`src/rtl/mdio_pkg.sv`:
```
package mdio_pkg;
  localparam int ADDR_W   = 5;
  localparam int DATA_W   = 16;
  localparam int ST_W     = 2;
  localparam int OP_W     = 2;
  localparam int TA_W     = 2;
  localparam logic [ADDR_W-1:0] RESERVED_PHY = '1;

  typedef enum logic [1:0] {
    S_IDLE,
    S_RUN,
    S_REJ
  } ctl_state_t;

  typedef struct packed {
    logic              rd;
    logic [ADDR_W-1:0] phy;
    logic [ADDR_W-1:0] rg;
    logic [DATA_W-1:0] wd;
  } frame_req_t;
endpackage

```
`src/rtl/mdio_clkgen.sv`:
```
module mdio_clkgen #(
  parameter int CLK_DIV = 10
) (
  input  logic clk,
  input  logic rst,
  input  logic run,
  output logic mdc_q,
  output logic rise_stb,
  output logic fall_stb
);
  localparam int HALF  = CLK_DIV / 2;
  localparam int CNT_W = $clog2(CLK_DIV);
  localparam logic [CNT_W-1:0] CNT_RISE = CNT_W'(HALF - 1);
  localparam logic [CNT_W-1:0] CNT_LAST = CNT_W'(CLK_DIV - 1);

  logic [CNT_W-1:0] cnt;

  always_ff @(posedge clk) begin
    if (rst || !run) begin
      cnt      <= '0;
      mdc_q    <= 1'b0;
      rise_stb <= 1'b0;
      fall_stb <= 1'b0;
    end else begin
      rise_stb <= (cnt == CNT_RISE);
      fall_stb <= (cnt == CNT_LAST);
      if (cnt == CNT_LAST) begin
        cnt   <= '0;
        mdc_q <= 1'b0;
      end else begin
        cnt <= cnt + 1'b1;
        if (cnt == CNT_RISE) mdc_q <= 1'b1;
      end
    end
  end


  strobe_phase_chk: assert property (@(posedge clk) disable iff (rst)
    rise_stb |-> mdc_q);


  fall_phase_chk: assert property (@(posedge clk) disable iff (rst)
    fall_stb |-> !mdc_q);
endmodule

```
`src/rtl/mdio_bitsel.sv`:
```
module mdio_bitsel
  import mdio_pkg::*;
#(
  parameter int PRE_LEN = 32,
  parameter int POS_W   = 7
) (
  input  logic [POS_W-1:0] pos,
  input  frame_req_t       req,
  output logic             bit_o,
  output logic             oe_o
);
  localparam int P_ST   = PRE_LEN;
  localparam int P_OP   = P_ST + ST_W;
  localparam int P_PHY  = P_OP + OP_W;
  localparam int P_REG  = P_PHY + ADDR_W;
  localparam int P_TA   = P_REG + ADDR_W;
  localparam int P_DAT  = P_TA + TA_W;
  localparam int P_IDLE = P_DAT + DATA_W;

  int p;
  int off;

  always_comb begin
    p     = int'(pos);
    off   = 0;
    bit_o = 1'b1;
    oe_o  = 1'b1;
    if (p < P_ST) begin
      bit_o = 1'b1;
    end else if (p < P_OP) begin
      bit_o = (p != P_ST);
    end else if (p < P_PHY) begin
      bit_o = (p == P_OP) ? req.rd : !req.rd;
    end else if (p < P_REG) begin
      off   = ADDR_W - 1 - (p - P_PHY);
      bit_o = req.phy[off];
    end else if (p < P_TA) begin
      off   = ADDR_W - 1 - (p - P_REG);
      bit_o = req.rg[off];
    end else if (p < P_DAT) begin
      oe_o  = !req.rd;
      bit_o = (p == P_TA);
    end else if (p < P_IDLE) begin
      off   = DATA_W - 1 - (p - P_DAT);
      oe_o  = !req.rd;
      bit_o = req.wd[off];
    end else begin
      oe_o  = 1'b0;
      bit_o = 1'b1;
    end
  end
endmodule

```
`src/rtl/mdio_master.sv`:
```
module mdio_master
  import mdio_pkg::*;
#(
  parameter int CLK_DIV = 10,
  parameter int PRE_LEN = 32
) (
  input  logic              clk,
  input  logic              rst,
  input  logic              req_valid,
  output logic              req_ready,
  input  logic              req_read,
  input  logic              req_pre,
  input  logic [ADDR_W-1:0] req_phy,
  input  logic [ADDR_W-1:0] req_reg,
  input  logic [DATA_W-1:0] req_wdata,
  output logic              rsp_done,
  output logic              rsp_err,
  output logic [DATA_W-1:0] rsp_rdata,
  output logic              mdc,
  output logic              mdio_o,
  output logic              mdio_oe,
  input  logic              mdio_i
);
  localparam int P_ST   = PRE_LEN;
  localparam int P_TA   = P_ST + ST_W + OP_W + 2 * ADDR_W;
  localparam int P_DAT  = P_TA + TA_W;
  localparam int P_IDLE = P_DAT + DATA_W;
  localparam int POS_W  = $clog2(P_IDLE + 1);
  localparam logic [POS_W-1:0] POS_ST   = POS_W'(P_ST);
  localparam logic [POS_W-1:0] POS_TA2  = POS_W'(P_TA + 1);
  localparam logic [POS_W-1:0] POS_DAT  = POS_W'(P_DAT);
  localparam logic [POS_W-1:0] POS_IDLE = POS_W'(P_IDLE);

  ctl_state_t        state;
  frame_req_t        cur;
  logic [POS_W-1:0]  pos;
  logic [POS_W-1:0]  pos_nxt;
  logic [DATA_W-1:0] rd_shift;
  logic              ta_sample;
  logic              nxt_bit;
  logic              nxt_oe;
  logic              run;
  logic              rise_stb;
  logic              fall_stb;

  assign run       = (state == S_RUN);
  assign req_ready = (state == S_IDLE);
  assign pos_nxt   = pos + 1'b1;

  mdio_clkgen #(.CLK_DIV(CLK_DIV)) u_clk (
    .clk      (clk),
    .rst      (rst),
    .run      (run),
    .mdc_q    (mdc),
    .rise_stb (rise_stb),
    .fall_stb (fall_stb)
  );

  mdio_bitsel #(.PRE_LEN(PRE_LEN), .POS_W(POS_W)) u_bits (
    .pos   (pos_nxt),
    .req   (cur),
    .bit_o (nxt_bit),
    .oe_o  (nxt_oe)
  );

  always_ff @(posedge clk) begin
    if (rst) begin
      state     <= S_IDLE;
      cur       <= '0;
      pos       <= '0;
      rd_shift  <= '0;
      ta_sample <= 1'b0;
      rsp_done  <= 1'b0;
      rsp_err   <= 1'b0;
      rsp_rdata <= '0;
      mdio_o    <= 1'b1;
      mdio_oe   <= 1'b0;
    end else begin
      rsp_done <= 1'b0;
      case (state)
        S_IDLE: begin
          if (req_valid) begin
            if (req_phy == RESERVED_PHY) begin
              state <= S_REJ;
            end else begin
              state     <= S_RUN;
              cur.rd    <= req_read;
              cur.phy   <= req_phy;
              cur.rg    <= req_reg;
              cur.wd    <= req_wdata;
              pos       <= req_pre ? '0 : POS_ST;
              rsp_err   <= 1'b0;
              ta_sample <= 1'b0;
              mdio_o    <= req_pre;
              mdio_oe   <= 1'b1;
            end
          end
        end
        S_REJ: begin
          state    <= S_IDLE;
          rsp_done <= 1'b1;
          rsp_err  <= 1'b1;
        end
        S_RUN: begin
          if (rise_stb && cur.rd) begin
            if (pos == POS_TA2) ta_sample <= mdio_i;
            if (pos >= POS_DAT && pos < POS_IDLE)
              rd_shift <= {rd_shift[DATA_W-2:0], mdio_i};
          end
          if (fall_stb) begin
            if (pos == POS_IDLE) begin
              state    <= S_IDLE;
              rsp_done <= 1'b1;
              mdio_oe  <= 1'b0;
              mdio_o   <= 1'b1;
              if (cur.rd) begin
                rsp_rdata <= rd_shift;
                rsp_err   <= ta_sample;
              end
            end else begin
              pos     <= pos_nxt;
              mdio_o  <= nxt_bit;
              mdio_oe <= nxt_oe;
            end
          end
        end
        default: state <= S_IDLE;
      endcase
    end
  end


  done_pulse_chk: assert property (@(posedge clk) disable iff (rst)
    rsp_done |=> !rsp_done);


  idle_mdc_low_chk: assert property (@(posedge clk) disable iff (rst)
    req_ready |-> !mdc);


  hold_while_high_chk: assert property (@(posedge clk) disable iff (rst)
    (mdc && $past(mdc)) |-> ($stable(mdio_o) && $stable(mdio_oe)));


  reserved_reject_chk: assert property (@(posedge clk) disable iff (rst)
    (req_valid && req_ready && req_phy == RESERVED_PHY) |=> ##1 (rsp_done && rsp_err && !mdc));


  read_release_chk: assert property (@(posedge clk) disable iff (rst)
    (run && cur.rd && pos >= POS_W'(P_TA)) |-> !mdio_oe);


  rdata_hold_chk: assert property (@(posedge clk) disable iff (rst)
    !(rsp_done && cur.rd && $past(run)) |-> $stable(rsp_rdata));
endmodule

```
`config.mk`:
```
export PLATFORM = sky130hd
export DESIGN_NAME = mdio_master
export DESIGN_NICKNAME = d
export VERILOG_FILES = /design/src/rtl/mdio_pkg.sv /design/src/rtl/mdio_clkgen.sv /design/src/rtl/mdio_bitsel.sv /design/src/rtl/mdio_master.sv
export SDC_FILE = /design/constraint.sdc
export NUM_CORES = 1
export LEC_CHECK = 0
export ABC_AREA = 0
export BUFFER_PORTS_ARGS = -buffer_cell sky130_fd_sc_hd__buf_2
export CAP_MARGIN = 20
export CORE_MARGIN = 10
export CORE_UTILIZATION = 25
export CTS_CLUSTER_SIZE = 14
export DETAILED_ROUTE_END_ITERATION = 8
export PLACE_DENSITY_LB_ADDON = 0.25
export SYNTH_ARGS = -nofsm -noshare
export SYNTH_HDL_FRONTEND = slang
export SYNTH_SLANG_ARGS = --single-unit
```
`constraint.sdc`:
```
create_clock -name clk -period 3.3 [get_ports clk]
set_clock_uncertainty 0.2 [all_clocks]
set_input_delay 0.66 -clock clk [delete_from_list [all_inputs] [get_ports clk]]
set_output_delay 0.66 -clock clk [all_outputs]
set_load 0.02 [all_outputs]
```
==> out/results.tsv <==
stage	metric	value	unit
layout	FF+latch area	1600	µm²
clock_tree	clk_lat worst skew	0.34	ns
placed_design	gpl congestion	0.835	
layout	FILL cells	1528	
die	Initial Utilization	0.257	
die	DIE AREA	20300	µm²
routing	DR vias/cell	4.59	
routing	TritonRoute pass-1 iters	4	
yosys	Post-synth top flop	dfxtp_1	
yosys	Post-synth EDFFs	0	
routing	vias post-DR	3056	
clock_tree	Clock transition at path regs	0.06	ns
worst_setup_path	Worst path max stage delay	0.47	ns
worst_setup_path	Setup crit end kind	register	
clock_tree	CTS tree	done	
yosys	Mean Syn Cell Area	8.67	µm²
timing	RSZ-0062 raised after global routing	false	
routing	routed wire length	9.00	mm
layout	fin cells	666	
yosys	post-synthesis sequential area ratio	0.428	
grt	Remaining Overflow, GRT	0	
yosys	Synth area leader	dfxtp_1	
timing	final setup fails	0	
layout	Final Core Density	0.307	
clock_tree	Sink Count	80	
clock_tree	hold buffer count at cts	0	
die	Die Wd	142	µm
power_and_ir_drop	power per cell area	522	nW/µm²
routing	DR iter-0 viols	124	
die	Die Ht	142	µm
yosys	Synthesized Nets	475	
worst_hold_path	min-delay worst type	register to register	
yosys	mapped cell area	3740	µm²
grt	first-pass GRT wire length	14.8	mm
die	num ports	54	
yosys	main combinational cell family by area after synthesis	simple AND/OR/NAND/NOR gates	
grt	pin count of the biggest net entering global routing	41	
layout	Area Growth Syn to Fin	19.5	%
routing	Final ANT Viol Nets	0	
routing	drt wl/cell	13.5	µm
placed_design	Placed Cells incl. Taps	650	
timing	Setup Total Neg Slack	0	ns
timing	Max Freq	360	MHz
timing	Rel. slew slack	0.565	
timing	Tcrit/Tclk final	0.842	
worst_setup_path	crit-path max FO	11	
placed_design	post-DP HPWL	6.51	mm
timing	Max Slew Vio Count	0	
yosys	synth cell count leaders	97 x nand2_1, 80 x dfxtp_1, 55 x a21oi_1, 39 x nor2_1, 21 x mux2i_1	
grt	initial antenna violation count	0	
job	max-cap viol count	0	
timing	Worst Tran Pin Value	0.650	ns
grt	vias in the first global route	2865	
worst_setup_path	critical path type	register to register	
yosys	Synth cell types	58	
clock_tree	setup bufs post-CTS	0	
yosys	Synth Area in Simple Gates	0.217	
timing	Final min period	2.78	ns
layout	multi-input logic area	1930	µm²
clock_tree	Inserted Clock Buffers	9	
yosys	#FFs+latches synth	80	
worst_setup_path	Top cell by count, worst path	mux4_2	
layout	Nets	520	
status	status	complete, no violations	
worst_setup_path	WP data required	3.31	ns
timing	Fin. Hold Viols	0	
worst_setup_path	WP data arrival	2.79	ns
clock_tree	# resized after CTS	0	
worst_setup_path	Cell Chain, Critical Path	inv_1 -> ha_1 -> buf_4 -> mux4_2 -> mux4_2 -> and3_4 -> a311oi_2 -> o221ai_2	
routing	DRC viols	0	
yosys	mux cell area share after synthesis	0.0982	
grt	total global-route track usage	0.0898	
layout	ratio of cells with drive above 1 in the final layout	0.201	
yosys	largest cells by area after synthesis	dfxtp_1 43%, nand2_1 9.7%, a21oi_1 7.4%	
clock_tree	clock tree buffer depth	2	
yosys	Adder-Cell Fraction of Synth Area	0.0368	
yosys	top cell type's share of synthesized area	0.428	
worst_setup_path	CP max stage cell	dfxtp_1	
die	# rows	44	
clock_tree	H-tree levels	3	
yosys	Ys Warns	0	
yosys	post-synthesis async set-or-reset flop share	0	
layout	diode count	0	
yosys	most frequent cell after synthesis	nand2_1	
clock_tree	Clock Root Buffer	clkbuf_16	
yosys	post-synthesis xor/xnor area fraction	0.0140	
yosys	Syn Inst Count	432	
yosys	Compound-Gate Fraction of Synth Area	0.148	
placed_design	PortBufs	53	
worst_setup_path	Worst setup SP type	register	
die	core box area	14600	µm²
power_and_ir_drop	Max VDD drop	0.230	mV
power_and_ir_drop	Leakage	1.83	nW
==> layer usage <==
layer  share of wire  global-route usage  wire length [µm]  vias up
met5               0                   0                 0        -
met4           0.024              0.0501               218        0
met3           0.041              0.0260               367       12
met2            0.46               0.133              4160       48
met1            0.47               0.115              4250     1429
li1                -                   -                 -     1567
==> kinds of logic after synthesis <==
logic type,count (synthesis)
flip-flops,80
buffers and inverters,40
multiplexers,28
adder cells (fa/ha/maj),11
AND/OR/NAND/NOR,178
AO/OA/AOI/OAI,89
XOR/XNOR,6
==> critical path: cells and delay by family, from the launching register on <==
kind	cells	cell delay (ns)
compound gates	2	0.36
fa+ha+maj	1	0.33
buf+inv	2	0.31
mux	2	0.78
flops	1	0.47
simple gates	1	0.19
==> area by class of cell <==
type,instances,share of cell area
Multi-Input combinational cell,312,0.430
Sequential cell,80,0.358
Timing Repair Buffer,61,0.0727
Tap cell,184,0.0514
Clock buffer,10,0.0512
Clock inverter,6,0.0257
Inverter,13,0.0109
==> per-stage QoR <==
stage | setup slack (ns) | hold WS, ns | area (µm²) | power [mW]
floorplan | 0.449 | 0.232 | 3740 | 1.15
global placement | 0.606 | 0.240 | 4130 | 1.21
detailed placement | 0.478 | 0.237 | 4130 | 1.21
CTS | 0.494 | 0.251 | 4480 | 2.37
global route | 0.369 | 0.267 | 4480 | 2.43
finish | 0.521 | 0.248 | 4480 | 2.34
==> layout by cell type (no fill, tap or decap), types with 2 or more instances in the layout <==
| master | Yosys | final |
|---|---|---|
| mux4_2 | 7 | 7 |
| nand2b_1 | 5 | 5 |
| nand3_1 | 6 | 6 |
| nor2_1 | 39 | 39 |
| a21oi_1 | 55 | 55 |
| and3_2 | 3 | 3 |
| nand2_1 | 97 | 97 |
| clkbuf_16 | 0 | 9 |
| dfxtp_1 | 80 | 80 |
| xor2_1 | 2 | 2 |
| inv_1 | 13 | 13 |
| nand3b_1 | 2 | 2 |
| nor2b_1 | 3 | 3 |
| a22oi_1 | 3 | 3 |
| and3_1 | 2 | 2 |
| a211o_1 | 3 | 3 |
| or3_1 | 3 | 3 |
| a31oi_1 | 3 | 3 |
| buf_4 | 1 | 8 |
| and4_1 | 2 | 2 |
| xnor2_1 | 4 | 4 |
| a41oi_1 | 2 | 2 |
| mux2i_1 | 21 | 21 |
| ha_1 | 11 | 11 |
| nand4_1 | 2 | 2 |
| bufinv_16 | 0 | 3 |
| buf_2 | 1 | 53 |
| o21ai_0 | 9 | 9 |
==> sequential cells by signal, summed over array words and instances (netlist names) <==
| name | cells |
|---|---|
| u_clk.rise_stb | 1 |
| pos | 7 |
| ta_sample | 1 |
| u_clk.mdc_q | 1 |
| cur | 27 |
| rd_shift | 16 |
| state | 2 |
| rsp_err | 1 |
| mdio_o | 1 |
| u_clk.cnt | 4 |
| rsp_rdata | 16 |
| rsp_done | 1 |
| u_clk.fall_stb | 1 |
| mdio_oe | 1 |
==> power breakdown <==
part           switching [mW]  internal [mW]
registers              0.0212          0.995
clock network           0.404          0.743
logic                   0.104         0.0690
total                   0.529           1.81
==> final timing paths <==
path / endpoint / slack, ns / startpoint / depth (start not counted)
max: mdio_o / 0.52 / pos[0] / 8
min: u_clk.mdc_q / 0.25 / u_clk.mdc_q / 2
max reg2reg: mdio_o / 0.52 / pos[0] / 8
min reg2reg: u_clk.mdc_q / 0.25 / u_clk.mdc_q / 2
(Power assumes the default switching activity.)
